==> src/rtl/pwm_multi_pkg.sv <==
package pwm_multi_pkg;
  // width of a channel's prescaler select field and channels per select byte
  localparam int SEL_W      = 2;
  localparam int CH_PER_SEL = 4;
  localparam int DIV_W      = 16;
  localparam int PS_STRIDE  = 4;

  localparam logic [7:0] ADR_CTRL = 8'h00;
  localparam logic [7:0] ADR_SRC  = 8'h01;
  localparam logic [7:0] ADR_POL  = 8'h02;
  localparam logic [7:0] ADR_GATE = 8'h03;
  localparam logic [7:0] ADR_SEL  = 8'h04;
  localparam logic [7:0] ADR_PS   = 8'h10;
  localparam logic [7:0] ADR_DUTY = 8'h30;

  typedef enum logic [1:0] {
    PS_DIV_LO = 2'd0,
    PS_DIV_HI = 2'd1,
    PS_CYC    = 2'd2
  } ps_field_e;
endpackage

==> src/rtl/pwm_multi_rstsync.sv <==
module pwm_multi_rstsync (
  input  logic clk,
  input  logic rst_n,
  output logic rst_sn
);
  logic [1:0] sync_q;
  logic [1:0] sync_d;

  always_comb sync_d = {sync_q[0], 1'b1};

  always_ff @(posedge clk or negedge rst_n) begin
    if (!rst_n) sync_q <= 2'b00;
    else        sync_q <= sync_d;
  end

  assign rst_sn = sync_q[1];
endmodule

==> src/rtl/pwm_multi_regs.sv <==
module pwm_multi_regs
  import pwm_multi_pkg::*;
#(
  parameter int NUM_CH = 8,
  parameter int NUM_PS = 4,
  parameter int CYC_W  = 8
) (
  input  logic                                 clk,
  input  logic                                 rst_n,
  input  logic                                 wr_en,
  input  logic [7:0]                           wr_addr,
  input  logic [7:0]                           wr_data,
  output logic                                 count_en,
  output logic [NUM_PS-1:0]                    src_fast,
  output logic [NUM_CH-1:0]                    pol,
  output logic [NUM_CH-1:0]                    gate,
  output logic [NUM_CH-1:0][SEL_W-1:0]         ch_sel,
  output logic [NUM_PS-1:0][DIV_W-1:0]         div_sh,
  output logic [NUM_PS-1:0][CYC_W-1:0]         cyc_sh,
  output logic [NUM_CH-1:0][CYC_W-1:0]         duty_sh
);
  localparam int NUM_SEL = (NUM_CH + CH_PER_SEL - 1) / CH_PER_SEL;

  logic                          ctrl_q, ctrl_d;
  logic [NUM_PS-1:0]             src_q, src_d;
  logic [NUM_CH-1:0]             pol_q, pol_d;
  logic [NUM_CH-1:0]             gate_q, gate_d;
  logic [NUM_SEL-1:0][7:0]       sel_q, sel_d;
  logic [NUM_PS-1:0][DIV_W-1:0]  div_q, div_d;
  logic [NUM_PS-1:0][CYC_W-1:0]  cyc_q, cyc_d;
  logic [NUM_CH-1:0][CYC_W-1:0]  duty_q, duty_d;

  always_comb begin
    ctrl_d = ctrl_q;
    src_d  = src_q;
    pol_d  = pol_q;
    gate_d = gate_q;
    sel_d  = sel_q;
    div_d  = div_q;
    cyc_d  = cyc_q;
    duty_d = duty_q;
    if (wr_en) begin
      if (wr_addr == ADR_CTRL) ctrl_d = wr_data[0];
      if (wr_addr == ADR_SRC)  src_d  = wr_data[NUM_PS-1:0];
      if (wr_addr == ADR_POL)  pol_d  = wr_data[NUM_CH-1:0];
      if (wr_addr == ADR_GATE) gate_d = wr_data[NUM_CH-1:0];
      for (int s = 0; s < NUM_SEL; s++) begin
        if (wr_addr == 8'(ADR_SEL + s)) sel_d[s] = wr_data;
      end
      for (int p = 0; p < NUM_PS; p++) begin
        if (wr_addr == 8'(ADR_PS + p*PS_STRIDE + int'(PS_DIV_LO))) div_d[p][7:0]  = wr_data;
        if (wr_addr == 8'(ADR_PS + p*PS_STRIDE + int'(PS_DIV_HI))) div_d[p][15:8] = wr_data;
        if (wr_addr == 8'(ADR_PS + p*PS_STRIDE + int'(PS_CYC)))    cyc_d[p] = wr_data[CYC_W-1:0];
      end
      for (int c = 0; c < NUM_CH; c++) begin
        if (wr_addr == 8'(ADR_DUTY + c)) duty_d[c] = wr_data[CYC_W-1:0];
      end
    end
  end

  always_ff @(posedge clk or negedge rst_n) begin
    if (!rst_n) begin
      ctrl_q <= 1'b0;
      src_q  <= '0;
      pol_q  <= '0;
      gate_q <= '1;
      sel_q  <= '0;
      div_q  <= '0;
      cyc_q  <= '0;
      duty_q <= '0;
    end else begin
      ctrl_q <= ctrl_d;
      src_q  <= src_d;
      pol_q  <= pol_d;
      gate_q <= gate_d;
      sel_q  <= sel_d;
      div_q  <= div_d;
      cyc_q  <= cyc_d;
      duty_q <= duty_d;
    end
  end

  // unpack the shared select bytes: channel ch sits at bit (ch mod 4)*2
  for (genvar c = 0; c < NUM_CH; c++) begin : g_sel
    assign ch_sel[c] = sel_q[c / CH_PER_SEL][(c % CH_PER_SEL)*SEL_W +: SEL_W];
  end

  assign count_en = ctrl_q;
  assign src_fast = src_q;
  assign pol      = pol_q;
  assign gate     = gate_q;
  assign div_sh   = div_q;
  assign cyc_sh   = cyc_q;
  assign duty_sh  = duty_q;
endmodule

==> src/rtl/pwm_multi_prescaler.sv <==
module pwm_multi_prescaler
  import pwm_multi_pkg::*;
#(
  parameter int CYC_W = 8
) (
  input  logic             clk,
  input  logic             rst_n,
  input  logic             count_en,
  input  logic             fast_tick,
  input  logic             slow_tick,
  input  logic             src_fast,
  input  logic [DIV_W-1:0] div_sh,
  input  logic [CYC_W-1:0] cyc_sh,
  output logic [CYC_W-1:0] cyc_cnt,
  output logic [CYC_W-1:0] cyc_work,
  output logic             wrap
);
  logic [DIV_W-1:0] div_cnt_q, div_cnt_d;
  logic [DIV_W-1:0] div_w_q, div_w_d;
  logic [CYC_W-1:0] cyc_cnt_q, cyc_cnt_d;
  logic [CYC_W-1:0] cyc_w_q, cyc_w_d;
  logic             tick, div_end, step, wrap_c;

  always_comb begin
    tick    = src_fast ? fast_tick : slow_tick;
    div_end = (div_cnt_q == div_w_q);
    step    = count_en && tick && div_end;
    wrap_c  = step && (cyc_cnt_q == cyc_w_q);

    div_cnt_d = div_cnt_q;
    cyc_cnt_d = cyc_cnt_q;
    if (!count_en) begin
      div_cnt_d = '0;
      cyc_cnt_d = '0;
    end else if (tick) begin
      div_cnt_d = div_end ? '0 : div_cnt_q + 1'b1;
      if (step) cyc_cnt_d = wrap_c ? '0 : cyc_cnt_q + 1'b1;
    end

    // shadow values reach the working copy only at a period boundary
    div_w_d = div_w_q;
    cyc_w_d = cyc_w_q;
    if (!count_en || wrap_c) begin
      div_w_d = div_sh;
      cyc_w_d = cyc_sh;
    end
  end

  always_ff @(posedge clk or negedge rst_n) begin
    if (!rst_n) begin
      div_cnt_q <= '0;
      div_w_q   <= '0;
      cyc_cnt_q <= '0;
      cyc_w_q   <= '0;
    end else begin
      div_cnt_q <= div_cnt_d;
      div_w_q   <= div_w_d;
      cyc_cnt_q <= cyc_cnt_d;
      cyc_w_q   <= cyc_w_d;
    end
  end

  assign cyc_cnt  = cyc_cnt_q;
  assign cyc_work = cyc_w_q;
  assign wrap     = wrap_c;
endmodule

==> src/rtl/pwm_multi_channel.sv <==
module pwm_multi_channel #(
  parameter int CYC_W = 8
) (
  input  logic             clk,
  input  logic             rst_n,
  input  logic             count_en,
  input  logic             gate,
  input  logic             pol,
  input  logic [CYC_W-1:0] duty_sh,
  input  logic [CYC_W-1:0] cyc_cnt,
  input  logic             wrap,
  output logic [CYC_W-1:0] duty_work,
  output logic             out
);
  logic [CYC_W-1:0] duty_q, duty_d;
  logic             out_q, out_d;
  logic             load, active;

  always_comb begin
    load   = gate || !count_en || wrap;
    duty_d = load ? duty_sh : duty_q;
    active = (cyc_cnt < duty_q);
    out_d  = gate ? pol : (active ^ pol);
  end

  always_ff @(posedge clk or negedge rst_n) begin
    if (!rst_n) begin
      duty_q <= '0;
      out_q  <= 1'b0;
    end else begin
      duty_q <= duty_d;
      out_q  <= out_d;
    end
  end

  assign duty_work = duty_q;
  assign out       = out_q;
endmodule

==> src/rtl/pwm_multi.sv <==
module pwm_multi
  import pwm_multi_pkg::*;
#(
  parameter int NUM_CH = 8,
  parameter int NUM_PS = 4,
  parameter int CYC_W  = 8
) (
  input  logic              clk,
  input  logic              rst_n,
  input  logic              wr_en,
  input  logic [7:0]        wr_addr,
  input  logic [7:0]        wr_data,
  input  logic              fast_tick,
  input  logic              slow_tick,
  output logic [NUM_CH-1:0] pwm_out
);
  localparam logic [SEL_W:0] NPS_EXT = (SEL_W+1)'(NUM_PS);

  logic                          rst_sn;
  logic                          count_en;
  logic [NUM_PS-1:0]             src_fast;
  logic [NUM_CH-1:0]             pol, gate;
  logic [NUM_CH-1:0][SEL_W-1:0]  ch_sel;
  logic [NUM_PS-1:0][DIV_W-1:0]  div_sh;
  logic [NUM_PS-1:0][CYC_W-1:0]  cyc_sh;
  logic [NUM_CH-1:0][CYC_W-1:0]  duty_sh;
  logic [NUM_PS-1:0][CYC_W-1:0]  cyc_cnt, cyc_w;
  logic [NUM_PS-1:0]             ps_wrap;
  logic [NUM_CH-1:0][CYC_W-1:0]  duty_w;

  pwm_multi_rstsync u_rst (.clk(clk), .rst_n(rst_n), .rst_sn(rst_sn));

  pwm_multi_regs #(.NUM_CH(NUM_CH), .NUM_PS(NUM_PS), .CYC_W(CYC_W)) u_regs (
    .clk(clk), .rst_n(rst_sn), .wr_en(wr_en), .wr_addr(wr_addr), .wr_data(wr_data),
    .count_en(count_en), .src_fast(src_fast), .pol(pol), .gate(gate),
    .ch_sel(ch_sel), .div_sh(div_sh), .cyc_sh(cyc_sh), .duty_sh(duty_sh)
  );

  for (genvar p = 0; p < NUM_PS; p++) begin : g_ps
    pwm_multi_prescaler #(.CYC_W(CYC_W)) u_ps (
      .clk(clk), .rst_n(rst_sn), .count_en(count_en),
      .fast_tick(fast_tick), .slow_tick(slow_tick), .src_fast(src_fast[p]),
      .div_sh(div_sh[p]), .cyc_sh(cyc_sh[p]),
      .cyc_cnt(cyc_cnt[p]), .cyc_work(cyc_w[p]), .wrap(ps_wrap[p])
    );
  end

  for (genvar c = 0; c < NUM_CH; c++) begin : g_ch
    logic [SEL_W-1:0] idx;
    // a select value naming a missing prescaler falls back to prescaler 0
    assign idx = ({1'b0, ch_sel[c]} < NPS_EXT) ? ch_sel[c] : '0;

    pwm_multi_channel #(.CYC_W(CYC_W)) u_ch (
      .clk(clk), .rst_n(rst_sn), .count_en(count_en),
      .gate(gate[c]), .pol(pol[c]), .duty_sh(duty_sh[c]),
      .cyc_cnt(cyc_cnt[idx]), .wrap(ps_wrap[idx]),
      .duty_work(duty_w[c]), .out(pwm_out[c])
    );
  end
endmodule

==> config.mk <==
export PLATFORM = sky130hd
export DESIGN_NAME = pwm_multi
export DESIGN_NICKNAME = d
export VERILOG_FILES = /design/src/rtl/pwm_multi_pkg.sv /design/src/rtl/pwm_multi_rstsync.sv /design/src/rtl/pwm_multi_regs.sv /design/src/rtl/pwm_multi_prescaler.sv /design/src/rtl/pwm_multi_channel.sv /design/src/rtl/pwm_multi.sv
export SDC_FILE = /design/constraint.sdc
export NUM_CORES = 1
export LEC_CHECK = 0
export CORE_MARGIN = 2
export CORE_UTILIZATION = 65
export CTS_CLUSTER_SIZE = 30
export DETAILED_ROUTE_END_ITERATION = 7
export PLACE_DENSITY = 0.79
export SYNTH_ARGS = -nofsm -noshare
export SYNTH_HDL_FRONTEND = slang
export SYNTH_SLANG_ARGS = --single-unit
export TNS_END_PERCENT = 30
==> constraint.sdc <==
create_clock -name clk -period 22.2 [get_ports clk]
set_input_delay 4.44 -clock clk [delete_from_list [all_inputs] [get_ports clk]]
set_output_delay 4.44 -clock clk [all_outputs]
set_load 0.02 [all_outputs]
After elaboration in Yosys (flattened, before gate mapping)

Index checks and enable logic that the tools add are counted.

Add/subtract/negate cells: 8
Equality and inequality tests: 41
Multiplexer cells: 72
Bitwise operators: 8
$lt $le $gt $ge: 16
Reduce and logical (&&, ||, !) cells: 64

Operators with widths:

| cell                  | number |
|---|---|
| $mux 16               | 12 |
| $mux 8                | 24 |
| $bmux 8 s2            | 8 |
| $eq 8x5->1 const B    | 12 |
| $add 16x1->16 const B | 4 |
| $eq 16x16->1          | 4 |
| $eq 8x6->1 const B    | 8 |
| $lt 8x8->1            | 8 |
| $reduce_and 2->1      | 30 |
| $add 8x1->8 const B   | 4 |
| $eq 8x8->1            | 4 |
| $lt 2x3->1 const B    | 8 |
| $logic_or 1x1->1      | 20 |
| $mux 1                | 20 |
| $bmux 1 s2            | 8 |
| $eq 8x2->1 const B    | 2 |
| $eq 8x3->1 const B    | 2 |
| $ne 2x1->1 const B    | 8 |
| $logic_and 1x1->1     | 12 |
| $eq 8x1->1 const B    | 1 |
| $logic_not 8->1       | 1 |
| $xor 1x1->1           | 8 |
| $logic_not 1->1       | 1 |

Logic and storage cells: 268
Register bits after elaboration: 463
Output and inout port bits: 8

Longest topological paths before layout

Depth after elaboration: 8
Gate-level depth with buffers: 9
Mapped depth without buffers: 8

By module

From an unflattened synthesis, not the netlist that was laid out.

Cells, all modules: 1900
Area, all modules: 24337.1 sq um

By module, submodules not included:

| module                                 | cells each | instances | seq. area each (sq um) | area each (sq um) |
|---|---|---|---|---|
| pwm_multi_prescaler (g_ps[0].u_ps ...) | 250        | 3         | 1201.2                 | 2625.0 |
| pwm_multi_regs                         | 465        | 1         | 4939.7                 | 7591.0 |
| pwm_multi_channel                      | 43         | 8         | 225.2                  | 555.5 |
| pwm_multi_prescaler (g_ps[3].u_ps)     | 250        | 1         | 1201.2                 | 2621.3 |
| pwm_multi                              | 88         | 1         | 0.0                    | 1751.7 |
| pwm_multi_rstsync                      | 3          | 1         | 50.0                   | 53.8 |

Worst setup path after synthesis

Ideal clock, no wire load.

Path type: in2reg
Start: input wr_addr[2]
End: register u_regs.duty_q (netlist bit u_regs.duty_sh[32])
Stages: 6
Path buffers: 2
Data arrival time: 6.080 ns
Setup slack: 15.996 ns
Data required time: 22.075 ns
Cell sequence: clkbuf_1 nor2b_1 clkbuf_1 nand2_1 nor3_1 mux2_2

Cells in the longest elaborated chain, start to end: 2

RTL lines:

| what                              | RTL line             | text |
|---|---|---|
| from (decl)                       | pwm_multi.sv:11      | `input logic [7:0] wr_addr,` |
| $eq 8x6->1                        | pwm_multi_regs.sv:56 | `if (wr_addr == 8'(ADR_DUTY + c)) duty_d[c] = wr_data[CYC_W-1:0];` |
| $reduce_and 2->1 (no source line) | n/a                  |  |
| to (signal assigned)              | pwm_multi_regs.sv:79 | `duty_q <= duty_d;` |
| to (decl)                         | pwm_multi_regs.sv:31 | `logic [NUM_CH-1:0][CYC_W-1:0] duty_q, duty_d;` |

No other way between the ends.
A chain may end at the register's enable or synchronous reset.

Final worst setup path

Start: input fast_tick
End: register g_ch[6].u_ch.duty_q[7]

Cells in the longest elaborated chain, start to end: 7
Elaborated cells between the ends (all ways): 19
Classes of those cells: 6 x mux; 13 x reduce/logical

RTL lines:

| what                            | RTL line                  | text |
|---|---|---|
| from (decl)                     | pwm_multi.sv:13           | `input logic fast_tick,` |
| $mux 1                          | pwm_multi_prescaler.sv:25 | `tick = src_fast ? fast_tick : slow_tick;` |
| $logic_and 1x1->1 (2 in series) | pwm_multi_prescaler.sv:27 | `step = count_en && tick && div_end;` |
| $logic_and 1x1->1               | pwm_multi_prescaler.sv:28 | `wrap_c = step && (cyc_cnt_q == cyc_w_q);` |
| $bmux 1 s2 *                    | pwm_multi.sv:56           | `.cyc_cnt(cyc_cnt[idx]), .wrap(ps_wrap[idx]),` |
| $mux 1 (not written as such) *  | pwm_multi.sv:56           |  |
| $logic_or 1x1->1 *              | pwm_multi_channel.sv:20   | `load = gate \|\| !count_en \|\| wrap;` |
| to (signal assigned)            | pwm_multi_channel.sv:31   | `duty_q <= duty_d;` |
| to (decl)                       | pwm_multi_channel.sv:15   | `logic [CYC_W-1:0] duty_q, duty_d;` |

Every way passes the cells marked *; elsewhere a longest branch is shown, timed or not. The select of a mux whose other input is x is not followed.

==> flow_summary_export.csv <==
group,metric,value,unit
run_status,status,"completed",
detailed_routing,wl_met1,22000,µm
clock_tree,cts_tree,"done",
floorplanning,die-area,37100,µm²
place,portBuffers,28,
power,p_leak,11.9,nW
clock_tree,cts_buffers,48,
clock_tree,htree_levels,2,
floorplanning,die-width,193,µm
clock_tree,cts.clk_slew.worst_paths,0.06,ns
critical_path,crit_family,"simple AND/OR/NAND/NOR gates",
critical_path,crit_buf_inv,1,
grt,gr-total-overflow,0,
grt,grtUsageTotal,30.3,%
synth,synthesis.nets,1948,
floorplanning,start_util,65.5,%
critical_path,crit_chain,"clkdlybuf4s50_1 -> mux2i_1 -> nor2_1 -> nand3_1 -> or2_2 -> a22oi_1 -> o211ai_1 -> mux2_2",
timing,setup_violations,0,
synth,synth_area,23100,µm²
final_layout,antenna_cells_inserted,0,
timing,fmax,142,MHz
power,pwr_density_cell,107,nW/µm²
detailed_routing,via_per_inst,6.43,
floorplanning,io_pins,29,
clock_tree,clock_sinks,463,
detailed_routing,routed_wl,54500,µm
worst_hold_path,hold_path_class,"reg -> reg",
critical_path,crit_arrival,7.47,ns
synth,ys_seq_area_share,50.2,%
detailed_routing,drc,0,
detailed_routing,drt_iter0_drc,1305,
timing,post-route-period-util,31.7,%
grt,first_global_vias,15600,
place,hpwl,33400,µm
detailed_routing,drt_pass1_iterations,6,
final_layout,final_cell_mix,"dfrtp_1 (454), mux2_2 (360), o21ai_0 (115)",
timing,skew,0.0192,ns
synth,async_flop_share,100,%
synth,synth_cells,1863,
critical_path,start_kind,"primary input",
final_layout,post-route-util,71.6,%
clock_tree,cts_setup_buffers,0,
synth,synthFlopType,"dfrtp_1",
floorplanning,rows,69,
synth,synth-seq-cells,463,
timing,post-route-worst-setup-slack,15.17,ns
run,cap_violations,0,
floorplanning,die_h,193,µm
final_layout,mostFrequentLayoutCell,"dfrtp_1",
clock_tree,clock_latency,0.56,ns
synth,yosys_warnings,0,
clock_tree,root_buffer,"clkbuf_16",
detailed_routing,met3WireLength,4450,µm
detailed_routing,ant_nets,0,
detailed_routing,num_vias,15100,
grt,antenna_found_initial,0,
timing,rsz0062_at_grt,"false",
clock_tree,cts_buffer_depth,3,
detailed_routing,avgRoutedWirePerCell,23.2,µm
critical_path,required,22.64,ns
grt,grt_first_pass_wirelength,85300,µm
timing,finalHoldViolations,0,
critical_path,critPathMaxFanout,11,
critical_path,crit_type,"in -> reg",
final_layout,drive_above_1_share,29.0,%
detailed_routing,topRoutingLayerUsed,"met5",
clock_tree,cts_resized,0,
timing,setup_tns,0,ns
critical_path,slowest_delay,0.57,ns
synth,ys_types,53,
power,ir_worst_vdd,0.0959,mV
grt,grt_max_degree,191,
timing,period_needed,7.03,ns
detailed_routing,met2_length,25400,µm
place,preCtsSetupSlack,14.69,ns
timing,slew_headroom,14.8,%
place,gp_congestion,0.835,
final_layout,finalNetCount,1935,
timing,worst_pin_slew,1.27,ns
timing,maxSlewViolCount,0,
clock_tree,hold_buffers,0,
floorplanning,core_area,35300,µm²
critical_path,critical-path-slowest-cell,"nor2_1",
synth,synth_edf_count,0,
final_layout,area_delta_synth_final,9.42,%
critical_path,worstSetupEndpointType,"flop",
synth,avgSynthCellArea,12.4,µm²
power,power,2.71,mW
==> power breakdown <==
group,switching (mW),internal (mW)
logic,0.412,0.356
registers,0.163,0.968
clock network,0.333,0.476
==> layer usage <==
| layer | GRT usage, % | vias to the layer above |
|---|---|---|
| met5 | 0.962 | - |
| met4 | 13.6 | 2 |
| met3 | 6.22 | 189 |
| met2 | 48.1 | 637 |
| met1 | 40.4 | 7675 |
| li1 | - | 6610 |
==> metrics by stage <==
step           cell area [µm²]  cells  hold slack [ns]
6_report                 25300   2349            0.356
5_1_grt                  25300   2349            0.372
4_1_cts                  25300   2349            0.358
3_5_place_dp             23700   2261            0.344
3_3_place_gp             23700   2261            0.341
2_1_floorplan            23100   1863            0.331
==> layout make-up <==
| class | instances | area [µm²] |
|---|---|---|
| sequential | 463 | 11600 |
| clock buffer | 67 | 1400 |
| multi-input combinational | 1214 | 10800 |
| tap | 461 | 577 |
| timing repair buffer | 48 | 443 |
| clock inverter | 21 | 194 |
| inverter | 75 | 282 |
| fill | 2394 | 10000 |
==> state kept, by name, indices dropped and copies added, names as in the netlist <==
name and cells:
g_ps.u_ps.cyc_work 32, u_rst.sync_q 2, g_ch.u_ch.duty_work 64, g_ps.u_ps.div_cnt_q 64, g_ps.u_ps.div_w_q 64, u_regs.cyc_sh 32
g_ps.u_ps.cyc_cnt 32, g_ch.u_ch.out 8, u_regs.ch_sel 16, u_regs.gate 8, u_regs.div_sh 64, u_regs.duty_sh 64
u_regs.count_en 1, u_regs.pol 8, u_regs.src_fast 4
==> synthesized netlist by cell type, types with 2 or more instances <==
library cell	n	area [µm²]
and2_1	5	31.3
mux2i_1	5	50.1
buf_1	17	63.8
or4_1	8	60.1
a22o_1	2	17.5
and3_1	37	231
o41ai_1	5	43.8
buf_4	9	67.6
nand2_1	82	308
nor2_1	98	368
a22oi_1	8	60.1
mux4_2	64	1440
nand2b_1	17	106
dfrtp_1	455	11400
a211oi_1	3	22.5
o22ai_1	2	12.5
clkbuf_1	78	293
o211ai_4	6	128
a21oi_1	17	85.1
xor2_1	81	709
o21ai_0	115	576
or3_1	2	12.5
dfstp_2	8	210
o21ai_1	3	15.0
nand3_1	42	210
and4b_1	8	80.1
or2_2	2	12.5
nor4_1	16	100
o2111ai_1	3	26.3
ha_1	64	801
o211ai_1	7	52.6
mux2_2	360	4050
nor3_1	17	85.1
xnor2_1	66	578
nor2b_1	10	62.6
inv_1	75	282
buf_2	7	35.0
o31ai_1	3	22.5
a21o_1	4	30.0
nor4b_1	9	78.8
nand4_1	31	194
==> path summary, 6_finish.rpt <==
check / to / slack, ns / cells after the start / start
min reg2reg: u_rst.sync_q[1]$_DFF_PN0_ / 0.36 / 0 / u_rst.sync_q[0]$_DFF_PN0_
min: u_rst.sync_q[1]$_DFF_PN0_ / 0.36 / 0 / u_rst.sync_q[0]$_DFF_PN0_
max in group asynchronous: u_rst.sync_q[1]$_DFF_PN0_ / 18.03 / 1 / rst_n
min in group asynchronous: u_regs.pol[4]$_DFFE_PN0P_ / 0.41 / 0 / u_rst.sync_q[1]$_DFF_PN0_
max: g_ch[6].u_ch.duty_work[7]$_DFFE_PN0P_ / 15.17 / 8 / fast_tick
max reg2reg: g_ch[6].u_ch.duty_work[7]$_DFFE_PN0P_ / 18.69 / 9 / u_regs.count_en$_DFFE_PN0P_
==> cell families (layout without fill, tap and decap cells) <==
logic type      Yosys count  in the layout  share of synthesized area [%]
flops                   463            463                           50.2
mux                     429            429                           24.0
simple gates            391            391                           8.68
buf+inv                 186            211                           3.20
compound gates          182            182                           4.90
xor+xnor                147            147                           5.57
fa+ha+maj                64             64                           3.46
other cells               1              1                         0.0162
Note: power is estimated with default switching activity, not from simulation.
